--- src/rtl/hb_pkg.sv ---
package hb_pkg;
  typedef enum logic {WK_IDLE, WK_RUN} walk_st_e;
endpackage

--- src/rtl/hb_log.sv ---
module hb_log #(
  parameter int DEPTH  = 16,
  parameter int SEQ_W  = 16,
  parameter int AREG_W = 5,
  parameter int PREG_W = 7
) (
  input  logic              clk,
  input  logic              rst_n,
  input  logic              push,
  input  logic [SEQ_W-1:0]  w_seq,
  input  logic [AREG_W-1:0] w_areg,
  input  logic [PREG_W-1:0] w_newp,
  input  logic [PREG_W-1:0] w_oldp,
  input  logic              w_hole,
  input  logic              pop_old,
  input  logic              pop_young,
  output logic [SEQ_W-1:0]  old_seq,
  output logic              old_hole,
  output logic [PREG_W-1:0] old_oldp,
  output logic [SEQ_W-1:0]  yng_seq,
  output logic [AREG_W-1:0] yng_areg,
  output logic [PREG_W-1:0] yng_newp,
  output logic [PREG_W-1:0] yng_oldp,
  output logic              yng_hole,
  output logic              empty,
  output logic              full
);
  localparam int PTR_W = (DEPTH > 1) ? $clog2(DEPTH) : 1;
  localparam int CNT_W = $clog2(DEPTH + 1);
  localparam logic [PTR_W-1:0] LAST = PTR_W'(DEPTH - 1);

  logic [SEQ_W-1:0]  m_seq  [DEPTH];
  logic [AREG_W-1:0] m_areg [DEPTH];
  logic [PREG_W-1:0] m_newp [DEPTH];
  logic [PREG_W-1:0] m_oldp [DEPTH];
  logic              m_hole [DEPTH];

  logic [PTR_W-1:0] rd_q, rd_d, wr_q, wr_d, yng_idx;
  logic [CNT_W-1:0] cnt_q, cnt_d;

  always_comb begin
    yng_idx = (wr_q == '0) ? LAST : wr_q - 1'b1;
    rd_d    = rd_q;
    wr_d    = wr_q;
    cnt_d   = cnt_q;
    if (pop_old) begin
      rd_d  = (rd_q == LAST) ? '0 : rd_q + 1'b1;
      cnt_d = cnt_d - 1'b1;
    end
    if (pop_young) begin
      wr_d  = yng_idx;
      cnt_d = cnt_d - 1'b1;
    end else if (push) begin
      wr_d  = (wr_q == LAST) ? '0 : wr_q + 1'b1;
      cnt_d = cnt_d + 1'b1;
    end
  end

  always_ff @(posedge clk or negedge rst_n) begin
    if (!rst_n) begin
      rd_q  <= '0;
      wr_q  <= '0;
      cnt_q <= '0;
    end else begin
      rd_q  <= rd_d;
      wr_q  <= wr_d;
      cnt_q <= cnt_d;
    end
  end

  always_ff @(posedge clk) begin
    if (push) begin
      m_seq[wr_q]  <= w_seq;
      m_areg[wr_q] <= w_areg;
      m_newp[wr_q] <= w_newp;
      m_oldp[wr_q] <= w_oldp;
      m_hole[wr_q] <= w_hole;
    end
  end

  assign old_seq  = m_seq[rd_q];
  assign old_hole = m_hole[rd_q];
  assign old_oldp = m_oldp[rd_q];
  assign yng_seq  = m_seq[yng_idx];
  assign yng_areg = m_areg[yng_idx];
  assign yng_newp = m_newp[yng_idx];
  assign yng_oldp = m_oldp[yng_idx];
  assign yng_hole = m_hole[yng_idx];
  assign empty    = (cnt_q == '0);
  assign full     = (cnt_q == CNT_W'(DEPTH));

  a_r12_no_push_when_full: assert property (@(posedge clk) disable iff (!rst_n)
    push |-> !full);
  a_r8_walk_needs_entry: assert property (@(posedge clk) disable iff (!rst_n)
    pop_young |-> !empty);
  a_r6_retire_needs_entry: assert property (@(posedge clk) disable iff (!rst_n)
    pop_old |-> !empty);
  a_r10_no_retire_in_walk: assert property (@(posedge clk) disable iff (!rst_n)
    pop_old |-> !pop_young);
  a_r4_no_push_in_walk: assert property (@(posedge clk) disable iff (!rst_n)
    push |-> !pop_young);
  a_r1_count_bounded: assert property (@(posedge clk) disable iff (!rst_n)
    cnt_q <= CNT_W'(DEPTH));
endmodule

--- src/rtl/hb_walk.sv ---
module hb_walk
  import hb_pkg::*;
#(
  parameter int SEQ_W  = 16,
  parameter int AREG_W = 5,
  parameter int PREG_W = 7
) (
  input  logic              clk,
  input  logic              rst_n,
  input  logic              sq_valid,
  input  logic [SEQ_W-1:0]  sq_seq,
  input  logic              empty,
  input  logic [SEQ_W-1:0]  yng_seq,
  input  logic [AREG_W-1:0] yng_areg,
  input  logic [PREG_W-1:0] yng_newp,
  input  logic [PREG_W-1:0] yng_oldp,
  input  logic              yng_hole,
  output logic              busy,
  output logic              pop_young,
  output logic              rb_valid,
  output logic [AREG_W-1:0] rb_areg,
  output logic [PREG_W-1:0] rb_oldp,
  output logic [PREG_W-1:0] rb_newp
);
  walk_st_e          st_q, st_d;
  logic [SEQ_W-1:0]  tgt_q, tgt_d;
  logic              rbv_q;
  logic [AREG_W-1:0] rba_q;
  logic [PREG_W-1:0] rbo_q, rbn_q;

  always_comb begin
    pop_young = (st_q == WK_RUN) && !empty && (yng_seq > tgt_q);
    st_d  = st_q;
    tgt_d = tgt_q;
    case (st_q)
      WK_IDLE: begin
        if (sq_valid) begin
          st_d  = WK_RUN;
          tgt_d = sq_seq;
        end
      end
      default: begin
        if (sq_valid && (sq_seq < tgt_q)) tgt_d = sq_seq;
        if (!pop_young && !sq_valid) st_d = WK_IDLE;
      end
    endcase
  end

  always_ff @(posedge clk or negedge rst_n) begin
    if (!rst_n) begin
      st_q  <= WK_IDLE;
      tgt_q <= '0;
      rbv_q <= 1'b0;
      rba_q <= '0;
      rbo_q <= '0;
      rbn_q <= '0;
    end else begin
      st_q  <= st_d;
      rbv_q <= pop_young && !yng_hole;
      if (sq_valid) tgt_q <= tgt_d;
      if (pop_young) begin
        rba_q <= yng_areg;
        rbo_q <= yng_oldp;
        rbn_q <= yng_newp;
      end
    end
  end

  assign busy     = (st_q == WK_RUN);
  assign rb_valid = rbv_q;
  assign rb_areg  = rba_q;
  assign rb_oldp  = rbo_q;
  assign rb_newp  = rbn_q;

  a_r9_restore_within_walk: assert property (@(posedge clk) disable iff (!rst_n)
    rbv_q |-> (st_q == WK_RUN));
  a_r11_bound_never_rises: assert property (@(posedge clk) disable iff (!rst_n)
    ((st_q == WK_RUN) && $past(st_q == WK_RUN)) |-> (tgt_q <= $past(tgt_q)));
  a_r9_walk_starts_on_squash: assert property (@(posedge clk) disable iff (!rst_n)
    $rose(busy) |-> $past(sq_valid));
endmodule

--- src/rtl/hb_retire.sv ---
module hb_retire #(
  parameter int SEQ_W  = 16,
  parameter int PREG_W = 7
) (
  input  logic              clk,
  input  logic              rst_n,
  input  logic              cmt_valid,
  input  logic [SEQ_W-1:0]  cmt_seq,
  input  logic              allow,
  input  logic              empty,
  input  logic [SEQ_W-1:0]  old_seq,
  input  logic              old_hole,
  input  logic [PREG_W-1:0] old_oldp,
  output logic              pop_old,
  output logic              fc_valid,
  output logic [PREG_W-1:0] fc_preg
);
  logic              fcv_q;
  logic [PREG_W-1:0] fcp_q;

  always_comb begin
    pop_old = cmt_valid && allow && !empty && !(old_seq > cmt_seq);
  end

  always_ff @(posedge clk or negedge rst_n) begin
    if (!rst_n) begin
      fcv_q <= 1'b0;
      fcp_q <= '0;
    end else begin
      fcv_q <= pop_old && !old_hole;
      if (pop_old && !old_hole) fcp_q <= old_oldp;
    end
  end

  assign fc_valid = fcv_q;
  assign fc_preg  = fcp_q;

  a_r5_return_follows_commit: assert property (@(posedge clk) disable iff (!rst_n)
    fcv_q |-> $past(cmt_valid));
endmodule

--- src/rtl/rename_hist_log.sv ---
module rename_hist_log #(
  parameter int DEPTH  = 16,
  parameter int SEQ_W  = 16,
  parameter int AREG_W = 5,
  parameter int PREG_W = 7
) (
  input  logic              clk,
  input  logic              rst_n,
  input  logic              ren_valid,
  input  logic [SEQ_W-1:0]  ren_seq,
  input  logic [AREG_W-1:0] ren_areg,
  input  logic [PREG_W-1:0] ren_new_preg,
  input  logic [PREG_W-1:0] ren_old_preg,
  input  logic              ren_nodst,
  input  logic [PREG_W:0]   fl_avail,
  output logic              ren_ready,
  input  logic              cmt_valid,
  input  logic [SEQ_W-1:0]  cmt_seq,
  input  logic              sq_valid,
  input  logic [SEQ_W-1:0]  sq_seq,
  output logic              busy,
  output logic              full,
  output logic              mr_valid,
  output logic [AREG_W-1:0] mr_areg,
  output logic [PREG_W-1:0] mr_preg,
  output logic              fr_sq_valid,
  output logic [PREG_W-1:0] fr_sq_preg,
  output logic              fr_cm_valid,
  output logic [PREG_W-1:0] fr_cm_preg
);
  logic              push, pop_old, pop_young, empty, log_full, walk_busy;
  logic [SEQ_W-1:0]  old_seq, yng_seq;
  logic              old_hole, yng_hole;
  logic [PREG_W-1:0] old_oldp, yng_newp, yng_oldp;
  logic [AREG_W-1:0] yng_areg;
  logic              rb_valid;
  logic [AREG_W-1:0] rb_areg;
  logic [PREG_W-1:0] rb_oldp, rb_newp;
  logic              idle_cycle;

  always_comb begin
    idle_cycle = !walk_busy && !sq_valid;
    ren_ready  = idle_cycle && !log_full && (ren_nodst || (fl_avail != '0));
    push       = ren_valid && ren_ready;
  end

  hb_log #(.DEPTH(DEPTH), .SEQ_W(SEQ_W), .AREG_W(AREG_W), .PREG_W(PREG_W)) u_log (
    .clk(clk), .rst_n(rst_n),
    .push(push), .w_seq(ren_seq), .w_areg(ren_areg), .w_newp(ren_new_preg),
    .w_oldp(ren_old_preg), .w_hole(ren_nodst),
    .pop_old(pop_old), .pop_young(pop_young),
    .old_seq(old_seq), .old_hole(old_hole), .old_oldp(old_oldp),
    .yng_seq(yng_seq), .yng_areg(yng_areg), .yng_newp(yng_newp),
    .yng_oldp(yng_oldp), .yng_hole(yng_hole),
    .empty(empty), .full(log_full)
  );

  hb_walk #(.SEQ_W(SEQ_W), .AREG_W(AREG_W), .PREG_W(PREG_W)) u_walk (
    .clk(clk), .rst_n(rst_n),
    .sq_valid(sq_valid), .sq_seq(sq_seq), .empty(empty),
    .yng_seq(yng_seq), .yng_areg(yng_areg), .yng_newp(yng_newp),
    .yng_oldp(yng_oldp), .yng_hole(yng_hole),
    .busy(walk_busy), .pop_young(pop_young),
    .rb_valid(rb_valid), .rb_areg(rb_areg), .rb_oldp(rb_oldp), .rb_newp(rb_newp)
  );

  hb_retire #(.SEQ_W(SEQ_W), .PREG_W(PREG_W)) u_retire (
    .clk(clk), .rst_n(rst_n),
    .cmt_valid(cmt_valid), .cmt_seq(cmt_seq), .allow(idle_cycle), .empty(empty),
    .old_seq(old_seq), .old_hole(old_hole), .old_oldp(old_oldp),
    .pop_old(pop_old), .fc_valid(fr_cm_valid), .fc_preg(fr_cm_preg)
  );

  assign busy        = walk_busy;
  assign full        = log_full;
  assign mr_valid    = rb_valid;
  assign mr_areg     = rb_areg;
  assign mr_preg     = rb_oldp;
  assign fr_sq_valid = rb_valid;
  assign fr_sq_preg  = rb_newp;
endmodule

--- config.mk ---
export PLATFORM = sky130hd
export DESIGN_NAME = rename_hist_log
export DESIGN_NICKNAME = d
export VERILOG_FILES = /design/src/rtl/hb_pkg.sv /design/src/rtl/hb_log.sv /design/src/rtl/hb_walk.sv /design/src/rtl/hb_retire.sv /design/src/rtl/rename_hist_log.sv
export SDC_FILE = /design/constraint.sdc
export NUM_CORES = 1
export LEC_CHECK = 0
export BUFFER_PORTS_ARGS = -buffer_cell sky130_fd_sc_hd__buf_4
export CORE_MARGIN = 2
export CORE_UTILIZATION = 50
export CTS_CLUSTER_DIAMETER = 100
export CTS_CLUSTER_SIZE = 40
export DETAILED_ROUTE_END_ITERATION = 7
export GPL_ROUTABILITY_DRIVEN = 1
export PLACE_DENSITY = 0.72
export SLEW_MARGIN = 20
export SYNTH_ARGS = -nofsm -noshare
export SYNTH_HDL_FRONTEND = slang
export SYNTH_SLANG_ARGS = --single-unit
--- constraint.sdc ---
create_clock -name clk -period 4.68 [get_ports clk]
set_input_delay 1.17 -clock clk [delete_from_list [all_inputs] [get_ports clk]]
set_output_delay 1.17 -clock clk [all_outputs]
set_load 0.1 [all_outputs]
# --- Yosys cells after proc, flatten, opt, wreduce, memory -nomap -nowiden ---
# Memory sizes are Yosys's and may differ from the RTL's. A register that Yosys moved wholly into a read port is not among the register bits.
# Cells that the tools add are included.
classes:
  addsub: 6
  order_cmp: 3
  n_eq_ne: 4
  mux: 15
  n_reduce_logical: 31
ops:
  columns: ["op", "n"]
  rows:
  - ["> comparator 16 bit", 2]
  - ["two-way mux 16 bit", 2]
  - ["two-way mux 4 bit", 5]
  - ["< comparator 16 bit", 1]
  - ["two-way mux 5 bit", 3]
  - ["logical AND 1 bit", 13]
  - ["logical NOT 1 bit", 12]
  - ["subtractor 5 x 1 -> 5 bit (second input constant)", 2]
  - ["adder 4 x 1 -> 4 bit (second input constant)", 2]
  - ["equality test 4 bit (second input constant)", 2]
  - ["nonzero test 8 bit", 1]
  - ["adder 5 x 1 -> 5 bit (second input constant)", 1]
  - ["equality test 5 bit (second input constant)", 1]
  - ["logical NOT 5 bit", 1]
  - ["two-way mux 1 bit", 5]
  - ["logical NOT 4 bit", 1]
  - ["subtractor 4 x 1 -> 4 bit (second input constant)", 1]
  - ["!= test 2 bit (second input constant)", 1]
  - ["AND reduction 2 bit", 1]
  - ["nonzero test 2 bit", 1]
  - ["logical OR 1 bit", 1]
totals:
  reg_bits: 32
  mem_bits_rw: 576
  mem_count: 5
memory_table:
  columns: ["memory", "depth", "word_bits", "rd", "rd_clocked_by_memory_dff", "wr", "line", "source"]
  rows:
  - ["u_log.m_seq", 16, 16, 2, 0, 1, "hb_log.sv:32", "logic [SEQ_W-1:0] m_seq [DEPTH];"]
  - ["u_log.m_newp", 16, 7, 1, 1, 1, "hb_log.sv:34", "logic [PREG_W-1:0] m_newp [DEPTH];"]
  - ["u_log.m_oldp", 16, 7, 2, 2, 1, "hb_log.sv:35", "logic [PREG_W-1:0] m_oldp [DEPTH];"]
  - ["u_log.m_areg", 16, 5, 1, 1, 1, "hb_log.sv:33", "logic [AREG_W-1:0] m_areg [DEPTH];"]
  - ["u_log.m_hole", 16, 1, 2, 0, 1, "hb_log.sv:36", "logic m_hole [DEPTH];"]

# --- Logic depth before layout (Yosys ltp) ---
# Gate-level depths: netlist of run 1.
depth:
  depth_word: 9
  ltp_mapped: 21
  ltp_nobuf: 18

# --- Cells and area by module ---
# From an unflattened synthesis of run 1, not the netlist that was laid out.
unflattened:
  cells_unflattened: 1498
  area_unflattened_um2: 28551.1
modules_own_cells:
  columns: ["mod", "n_inst", "cells_per_inst", "area_each_um2", "seq_area_each_um2"]
  rows:
  - ["hb_log", 1, 1238, 25534.5, 17621.9]
  - ["hb_walk", 1, 175, 2168.3, 925.9]
  - ["hb_retire", 1, 76, 792.0, 200.2]
  - ["rename_hist_log", 1, 9, 56.3, 0.0]

# --- Least setup slack after synthesis of run 1 ---
# OpenSTA, ideal clock, no wires.
synth_path:
  path_type: "register -> register"
  startpoint: "register u_log.cnt_q[0]"
  endpoint: "memory u_log.m_areg[0][0] (enable)"
  setup_time_ns: 0.474
  arrival_time_ns: 7.751
  path_slack_ns: -3.545
  path_stages_with_launch: 8
  cell_sequence: "dfrtp_1 inv_1 ha_1 or3b_1 nor2_1 nor4_1 nand2_1 nor3_1"
synth_between:
  elab_chain_len: 7
synth_lines:
  columns: ["element", "line", "source"]
  rows:
  - ["start: declaration", "hb_log.sv:39", "logic [CNT_W-1:0] cnt_q, cnt_d;"]
  - ["start signal: assignment", "hb_log.sv:67", "cnt_q <= cnt_d;"]
  - ["equality test 5 bit", "hb_log.sv:90", "assign full = (cnt_q == CNT_W'(DEPTH));"]
  - ["via full", "rename_hist_log.sv:22", "output logic full,"]
  - ["logical NOT 1 bit", "rename_hist_log.sv:43", "ren_ready = idle_cycle && !log_full && (ren_nodst || (fl_avail != '0));"]
  - ["logical AND 1 bit (2 in series)", "rename_hist_log.sv:43", null]
  - ["via ren_ready", "rename_hist_log.sv:16", "output logic ren_ready,"]
  - ["logical AND 1 bit", "rename_hist_log.sv:44", "push = ren_valid && ren_ready;"]
  - ["two-way mux 1 bit", "hb_log.sv:72", "if (push) begin"]
  - ["two-way mux 1 bit (implied by the code)", "hb_log.sv:74", "m_areg[wr_q] <= w_areg;"]
  - ["end: declaration", "hb_log.sv:33", null]
# The timed path passes the listed nets, and every way through them passes these cells.

# --- Worst setup path in the final report of run 1 ---
layout_path:
  startpoint: "register u_log.wr_q[1]"
  endpoint: "register u_walk.rbn_q[6] (netlist: u_walk.rb_newp[6]) (read register of u_log.m_newp)"
layout_between:
  elab_chain_len: 5
layout_lines:
  columns: ["element", "line", "source"]
  rows:
  - ["start: declaration", "hb_log.sv:38", "logic [PTR_W-1:0] rd_q, rd_d, wr_q, wr_d, yng_idx;"]
  - ["start signal: assignment", "hb_log.sv:66", "wr_q <= wr_d;"]
  - ["subtractor 4 x 1 -> 4 bit / logical NOT 4 bit (equally long branches)", "hb_log.sv:42", "yng_idx = (wr_q == '0) ? LAST : wr_q - 1'b1;"]
  - ["two-way mux 4 bit (*)", "hb_log.sv:42", null]
  - ["memory (16 x 16 bit)", null, null]
  - ["> comparator 16 bit", "hb_walk.sv:32", "pop_young = (st_q == WK_RUN) && !empty && (yng_seq > tgt_q);"]
  - ["logical AND 1 bit", "hb_walk.sv:32", null]
  - ["end: declaration", "hb_walk.sv:29", "logic [PREG_W-1:0] rbo_q, rbn_q;"]
# Every way passes the cells marked *; elsewhere a longest branch is shown, timed or not.
# A chain may end at the register's enable or synchronous reset.

==> results of run 1 <==
[worst register-to-register path, cell delays in order (launching register included)]
cell      delay, ns
dfrtp_2        0.43
inv_1          0.15
ha_4           0.21
nand2b_4       0.14
nor2_8         0.05
nor2_8         0.20
buf_4          0.25
mux4_2         0.52
nor2b_1        0.14
a211oi_1       0.31
a21oi_1        0.12
ha_1           0.36
nand3_1        0.07
nor2_1         0.14
nand2_1        0.12
a21o_1         0.21
a31oi_4        0.21
buf_12         0.15
buf_12         0.16
mux2_2         0.36
[final cells by class]
class	count	area (um^2)
Fill cell	4232	25500
Timing Repair Buffer	192	1840
Inverter	40	150
Clock buffer	31	563
Sequential cell	634	18800
Clock inverter	7	95.1
Tap cell	765	957
Multi-Input combinational cell	687	9500
Antenna cell	2	5.00
[layer usage]
metal,vias to the layer above,part of all wire [%],GRT usage [%]
li1,6315,-,-
met1,8149,41,32.8
met2,695,49,37.5
met3,79,7.8,3.44
met4,2,2.0,5.09
met5,-,0.015,0
[stage by stage]
stage          instances  utilization (%)  hold WS (ns)  setup WS (ns)  power [W]
5_1_grt             2357             55.6         0.536        0.00666     0.0214
2_1_floorplan       1447                -         0.458          0.169     0.0149
3_5_place_dp        2307             54.2         0.481         0.0502     0.0178
4_1_cts             2345             55.3         0.514         0.0205     0.0203
3_3_place_gp        2307             54.2         0.472          0.138     0.0176
6_report            2358             55.6         0.511          0.258     0.0204
[power by group]
group	leakage, nW	total, W	internal, W	switching (W)
clock network	0.312	0.00257	0.000898	0.00167
logic	4.39	0.0109	0.00500	0.00595
registers	5.87	0.00684	0.00657	0.000272
total	10.6	0.0204	0.0125	0.00789
[cells by family after synthesis]
kind of cell,after synthesis,share of synthesized area [%]
flops,634,64.9
mux,344,23.9
compound gates,142,3.20
simple gates,138,2.78
buf+inv,126,2.56
fa+ha+maj,56,2.43
xor+xnor,7,0.212
[layout by cell type, fill, tap and decap left out, drive strengths merged, types with 3 or more instances in the layout]
master,n
nor2b,34
nor3,5
mux2i,37
a21o,7
and2b,7
nand2b,4
a31oi,4
inv,43
clkinv,3
nand4,7
and3,8
o211ai,5
dfrtp,58
mux2,43
or3,3
xor2,3
and2,8
nor2,22
nor4,3
ha,56
mux4,264
edfxtp,576
nand3,4
a21oi,61
xnor2,4
clkbuf,32
buf,191
o21ai,13
a211oi,38
nand2,27
[repair_timing]
action / 4_1_cts / 5_1_grt
gates resized for setup: 0 / 4
endpoints found under the setup margin: 0 / 29
buffers inserted: 0 / 10
[path summary, 6_finish.rpt]
check                                 from           endpoint  cells past startpoint  slack, ns
max                          u_log.wr_q[1]  u_walk.rb_newp[6]                     19       0.26
min                        u_walk.tgt_q[9]    u_walk.tgt_q[9]                      1       0.51
max reg2reg                  u_log.wr_q[1]  u_walk.rb_newp[6]                     19       0.26
min reg2reg                u_walk.tgt_q[9]    u_walk.tgt_q[9]                      1       0.51
max in group asynchronous            rst_n      u_log.rd_q[0]                      1       3.27
min in group asynchronous            rst_n    u_walk.tgt_q[6]                      1       0.65
[cells in the mapped netlist, types with 11 or more instances]
cell and n:
edfxtp_1 576, mux4_2 239, a21oi_1 61, dfrtp_1 58, ha_1 56, mux2_2 41
inv_1 40, mux2i_1 37, a211oi_1 36, nor2b_1 34, clkbuf_1 30, nand2_1 27
mux4_1 25, buf_2 20, nor2_1 19, o21ai_0 12, buf_6 11
[flip-flops by register name, indices dropped and copies added (netlist names), 16 cells and up]
signal / count
u_log.m_areg: 80
u_log.m_hole: 16
u_log.m_newp: 112
u_log.m_oldp: 112
u_log.m_seq: 256
u_walk.tgt_q: 16
==> summary.txt, run 1 <==
Critical path
  – Critical Path RT: 5.17 ns
  – Crit. End Element: flip-flop
  – Top Family by Delay on Critical Path: simple AND/OR/NAND/NOR gates
  – Crit Path Class: flip-flop to flip-flop
  – Cell chain of the critical path: inv_1 > ha_4 > nand2b_4 > nor2_8 > nor2_8 > buf_4 > mux4_2 > nor2b_1 > a211oi_1 > a21oi_1 > ha_1 > nand3_1 > nor2_1 > nand2_1 > a21o_1 > a31oi_4 > buf_12 > buf_12 > mux2_2
  – CP max-delay cell: mux4_2
  – Worst-path maximum fanout: 11
  – Startpoint Class: flip-flop
  – Worst EP arrival: 4.91 ns
  – Buf+Inv Stages, Crit Path: 4
  – Max stage delay on crit path: 0.51 ns

Synth
  – Syn Nets: 1584
  – Synthesized area: 28900 um^2
  – Top cells by area, synth: edfxtp_1, mux4_2, dfrtp_1, ha_1, mux4_1
  – Yosys Warn Count: 0
  – Synthesized area per cell: 20.0 um^2
  – Asr flop ratio synth: 9.15%
  – Sequential element share of the synthesized area: 64.9%
  – Post-synth top area share: 59.9%
  – Post-synth cell types: 65
  – Gate Count Post-Synth: 1447
  – Synthesized flop and latch total: 634
  – Count of flip-flops with a built-in enable after synthesis: 576
  – Post-synth top area cell: edfxtp_1
  – Primary FF master, synth: edfxtp_1

Clocking
  – Clk_lat worst skew: 0.62 ns
  – Worst-path clk slew: 0.15 ns
  – H-tree levels: 1
  – Sink Count: 634
  – Clk buf depth: 3
  – Cts-stage hold buffer count: 0
  – CTS tree: done
  – Root buffer cell: clkbuf_16
  – Num CTS Buffers: 21

Global routing
  – Largest net degree at the start of global routing: 72
  – Aggregate global-route resource usage: 22.8%
  – Vias in the first global route: 15400
  – Initial antenna violation count: 2
  – First-pass GRT wire length: 101000 um
  – GR Overflow Total: 0

Place
  – PortBufs: 112
  – Placed cell areas: 31100 um^2
  – Post-detail-place hpwl: 40200 um
  – Gpl congestion: 0.803

Floorplanning
  – I/O pins: 113
  – Core box area: 57400 um^2
  – Die Ht: 244 um
  – Die X: 244 um
  – Die ar.: 59700 um^2
  – Num rows: 88
  – Starting Density: 50.3%

Route
  – DRC: 0
  – Detail Route Antenna Nets: 0
  – Routed Wire Length: 67900 um
  – Initial DRC Count: 1672
  – DR WL/cell: 28.8 um
  – Via density: 6.46
  – First-pass DRT Iterations: 5
  – Vias: 15200

Timing
  – Fin Setup TNS: 0 ns
  – RSZ-0062 raised after global routing: false
  – Slew @ Worst Pin: 1.10 ns
  – Final hold violation count: 0
  – Max Slew Vio Count: 0
  – Clock skew: 0.0852 ns
  – Crit path time final: 4.42 ns
  – Fin crit share: 94.5%
  – Max frequency: 0.226 GHz
  – Final setup vio count: 0
  – Worst slew margin: 26.2%

Min path
  – HP Class: flip-flop to flip-flop

Pwr
  – Pwr Density: 639 nW/um^2
  – Leakage power: 10.6 nW
  – Peak VDD IR: 0.472 mV

Final layout
  – Total Nets Final: 1713
  – Final instance area: 31900 um^2
  – Share of cells above drive strength 1: 33.9%
  – Area grow syn2layout: 10.4%

Status
  – Status: completed

Run
  – MaxCap Viol Count: 0
No activity file was read; power rests on OpenSTA's default activity.
==> inputs of run 2 (changes only) <==
- CTS_BUF_LIST: not set -> sky130_fd_sc_hd__clkbuf_4 sky130_fd_sc_hd__clkbuf_8
==> summary.txt, run 2 (same netlist as run 1, synthesis figures left out) <==
Critical path
  – Crit. End Element: flip-flop (unchanged)
  – Reg2Reg Depth: 19 (unchanged)
  – Reg2reg start: u_log.wr_q[1] (unchanged)
  – R2R Setup Slk: 0.21 ns (was 0.26 ns)
  – Top Family by Delay on Critical Path: simple AND/OR/NAND/NOR gates (unchanged)
  – CP max-delay cell: mux4_2 (unchanged)
  – Cell chain of the critical path: inv_1 > ha_4 > nand2b_4 > nor2_8 > nor2_8 > buf_16 > mux4_2 > nor2b_1 > a211oi_1 > a21oi_1 > ha_1 > nand3_1 > nor3_1 > nand2_1 > a21o_1 > a31oi_4 > buf_12 > buf_12 > mux2_2 (was inv_1 > ha_4 > nand2b_4 > nor2_8 > nor2_8 > buf_4 > mux4_2 > nor2b_1 > a211oi_1 > a21oi_1 > ha_1 > nand3_1 > nor2_1 > nand2_1 > a21o_1 > a31oi_4 > buf_12 > buf_12 > mux2_2)
  – Startpoint Class: flip-flop (unchanged)
  – WP depth: 19 (unchanged)
  – Critical Path RT: 5.27 ns (was 5.17 ns)
  – Max stage delay on crit path: 0.49 ns (was 0.51 ns)
  – Buf+Inv Stages, Crit Path: 4 (unchanged)
  – Worst EP arrival: 5.06 ns (was 4.91 ns)
  – Worst-path maximum fanout: 15 (was 11)
  – FF-to-FF End: u_walk.rb_newp[6] (unchanged)
  – Crit Path Class: flip-flop to flip-flop (unchanged)

Floorplanning
  – I/O pins: 113 (unchanged)
  – Num rows: 88 (unchanged)
  – Starting Density: 50.3% (unchanged)
  – Core box area: 57400 um^2 (unchanged)
  – Die X: 244 um (unchanged)
  – Die Ht: 244 um (unchanged)
  – Die ar.: 59700 um^2 (unchanged)

Global routing
  – Largest net degree at the start of global routing: 72 (unchanged)
  – Vias in the first global route: 15400 (about the same)
  – GR Overflow Total: 0 (unchanged)
  – Initial antenna violation count: 2 (unchanged)
  – Aggregate global-route resource usage: 22.7% (was 22.8%)
  – First-pass GRT wire length: 100000 um (was 101000 um)

Route
  – DRC: 0 (unchanged)
  – Detail Route Antenna Nets: 0 (unchanged)
  – Initial DRC Count: 1762 (was 1672)
  – Vias: 15200 (about the same)
  – Via density: 6.45 (was 6.46)
  – First-pass DRT Iterations: 5 (unchanged)
  – Routed Wire Length: 67800 um (was 67900 um)
  – DR WL/cell: 28.8 um (about the same)

Timing
  – Worst slew margin: 25.4% (was 26.2%)
  – Hold_ws: 0.525 ns (was 0.511 ns)
  – Clock skew: 0.138 ns (was 0.0852 ns)
  – Max Slew Vio Count: 0 (unchanged)
  – Max frequency: 0.224 GHz (was 0.226 GHz)
  – Slew @ Worst Pin: 1.12 ns (was 1.10 ns)
  – Fin crit share: 95.5% (was 94.5%)
  – Final hold violation count: 0 (unchanged)
  – Fin Setup TNS: 0 ns (unchanged)
  – Final setup vio count: 0 (unchanged)
  – Crit path time final: 4.47 ns (was 4.42 ns)

Pwr
  – Leakage power: 10.5 nW (was 10.6 nW)
  – Pwr Density: 630 nW/um^2 (was 639 nW/um^2)
  – Pwr Total: 0.0199 W (was 0.0204 W)
  – Peak VDD IR: 0.464 mV (was 0.472 mV)

Min path
  – HP Class: input pin to asynchronous set/reset pin (was flip-flop to flip-flop)

Run
  – MaxCap Viol Count: 0 (unchanged)

Final layout
  – Final core utilization: 55.2% (was 55.6%)
  – Commonest non-fill, non-tap cell in the layout: edfxtp_1 (unchanged)
  – Registers with the most flip-flops: u_log.m_seq: 256 flops, u_log.m_newp: 112 flops, u_log.m_oldp: 112 flops (unchanged)
  – Top reg by flops: u_log.m_seq (unchanged)
  – Share of cells above drive strength 1: 34.5% (was 33.9%)
  – Max reg flops: 256 (unchanged)
  – Layout fillers: 4260 (was 4232)
  – Area of the multi-input gates: 9500 um^2 (unchanged)
  – Storage element area: 18800 um^2 (unchanged)
  – Commonest cells after routing, fill and taps aside: edfxtp_1, mux4_2, buf_4, a21oi_1, ha_1 (unchanged)
  – Area grow syn2layout: 9.68% (was 10.4%)
  – Total Nets Final: 1713 (unchanged)

Clocking
  – Cts-stage hold buffer count: 0 (unchanged)
  – Clk_lat worst skew: 0.73 ns (was 0.62 ns)
  – Clk buf depth: 3 (unchanged)
  – Sink Count: 634 (unchanged)
  – Num CTS Buffers: 21 (unchanged)
  – CTS tree: done (unchanged)
  – Worst-path clk slew: 0.23 ns (was 0.15 ns)
  – Root buffer cell: clkbuf_8 (was clkbuf_16)
  – H-tree levels: 1 (unchanged)

Status
  – Status: completed (unchanged)

Place
  – PortBufs: 112 (unchanged)
  – Post-detail-place hpwl: 40200 um (unchanged)
  – Gpl congestion: 0.803 (unchanged)
-- run 2: cell types whose count changed in the layout (fill, tap and decap cells not counted) --
cell        delta
clkbuf_4      +10
clkbuf_8      +21
clkinvlp_4     +1
inv_6          -1
clkbuf_16     -21
diode_2        -1
clkbuf_1      -10
-- run 2: worst max-delay path by stage --
stage                        startpoint                 to  slack (ns)
after global placement    u_log.wr_q[1]  u_walk.rb_newp[5]        0.14
after floorplan           u_log.rd_q[0]     u_log.cnt_q[4]        0.17
final                     u_log.wr_q[1]  u_walk.rb_newp[6]        0.21
after global routing      u_log.wr_q[1]  u_walk.rb_newp[6]      -0.008
after detailed placement  u_log.wr_q[1]  u_walk.rb_newp[5]        0.05
after CTS                 u_log.wr_q[0]  u_walk.rb_newp[5]       0.007
-- run 2: metal layers --
layer	wire length (um)	track usage, %	vias up
li1	-	-	6309
met4	1030	4.54	2
met1	27600	32.6	8084
met3	5550	3.41	61
met2	33600	37.5	740
met5	10	0	-
-- run 2: metrics by stage --
stage	cell area [um^2]	cells	worst slack, ns
CTS	31500	2345	0.00670
detailed placement	31100	2307	0.0502
global placement	31100	2307	0.138
global route	31700	2357	-0.00783
finish	31700	2357	0.210
floorplan	28900	1447	0.169
-- run 2: area by class of cell --
cell class              count  area share, %
diodes                      1        0.00790
well taps                 765           3.02
flip-flops and latches    634           59.2
repair buffers            192           5.82
clock buffers              31           1.15
clock inverters             7          0.296
multi-input cells         687           30.0
inverters                  40          0.474
-- run 2: timing repair --
item	CTS	global route
buffers inserted	0	10
gates resized for setup	0	4
setup endpoints to repair	0	28
-- run 2: report_power, final --
part / switching (W) / total [W] / internal, W
logic: 0.00594 / 0.0109 / 0.00500
clock network: 0.00162 / 0.00217 / 0.000545
registers: 0.000271 / 0.00684 / 0.00657
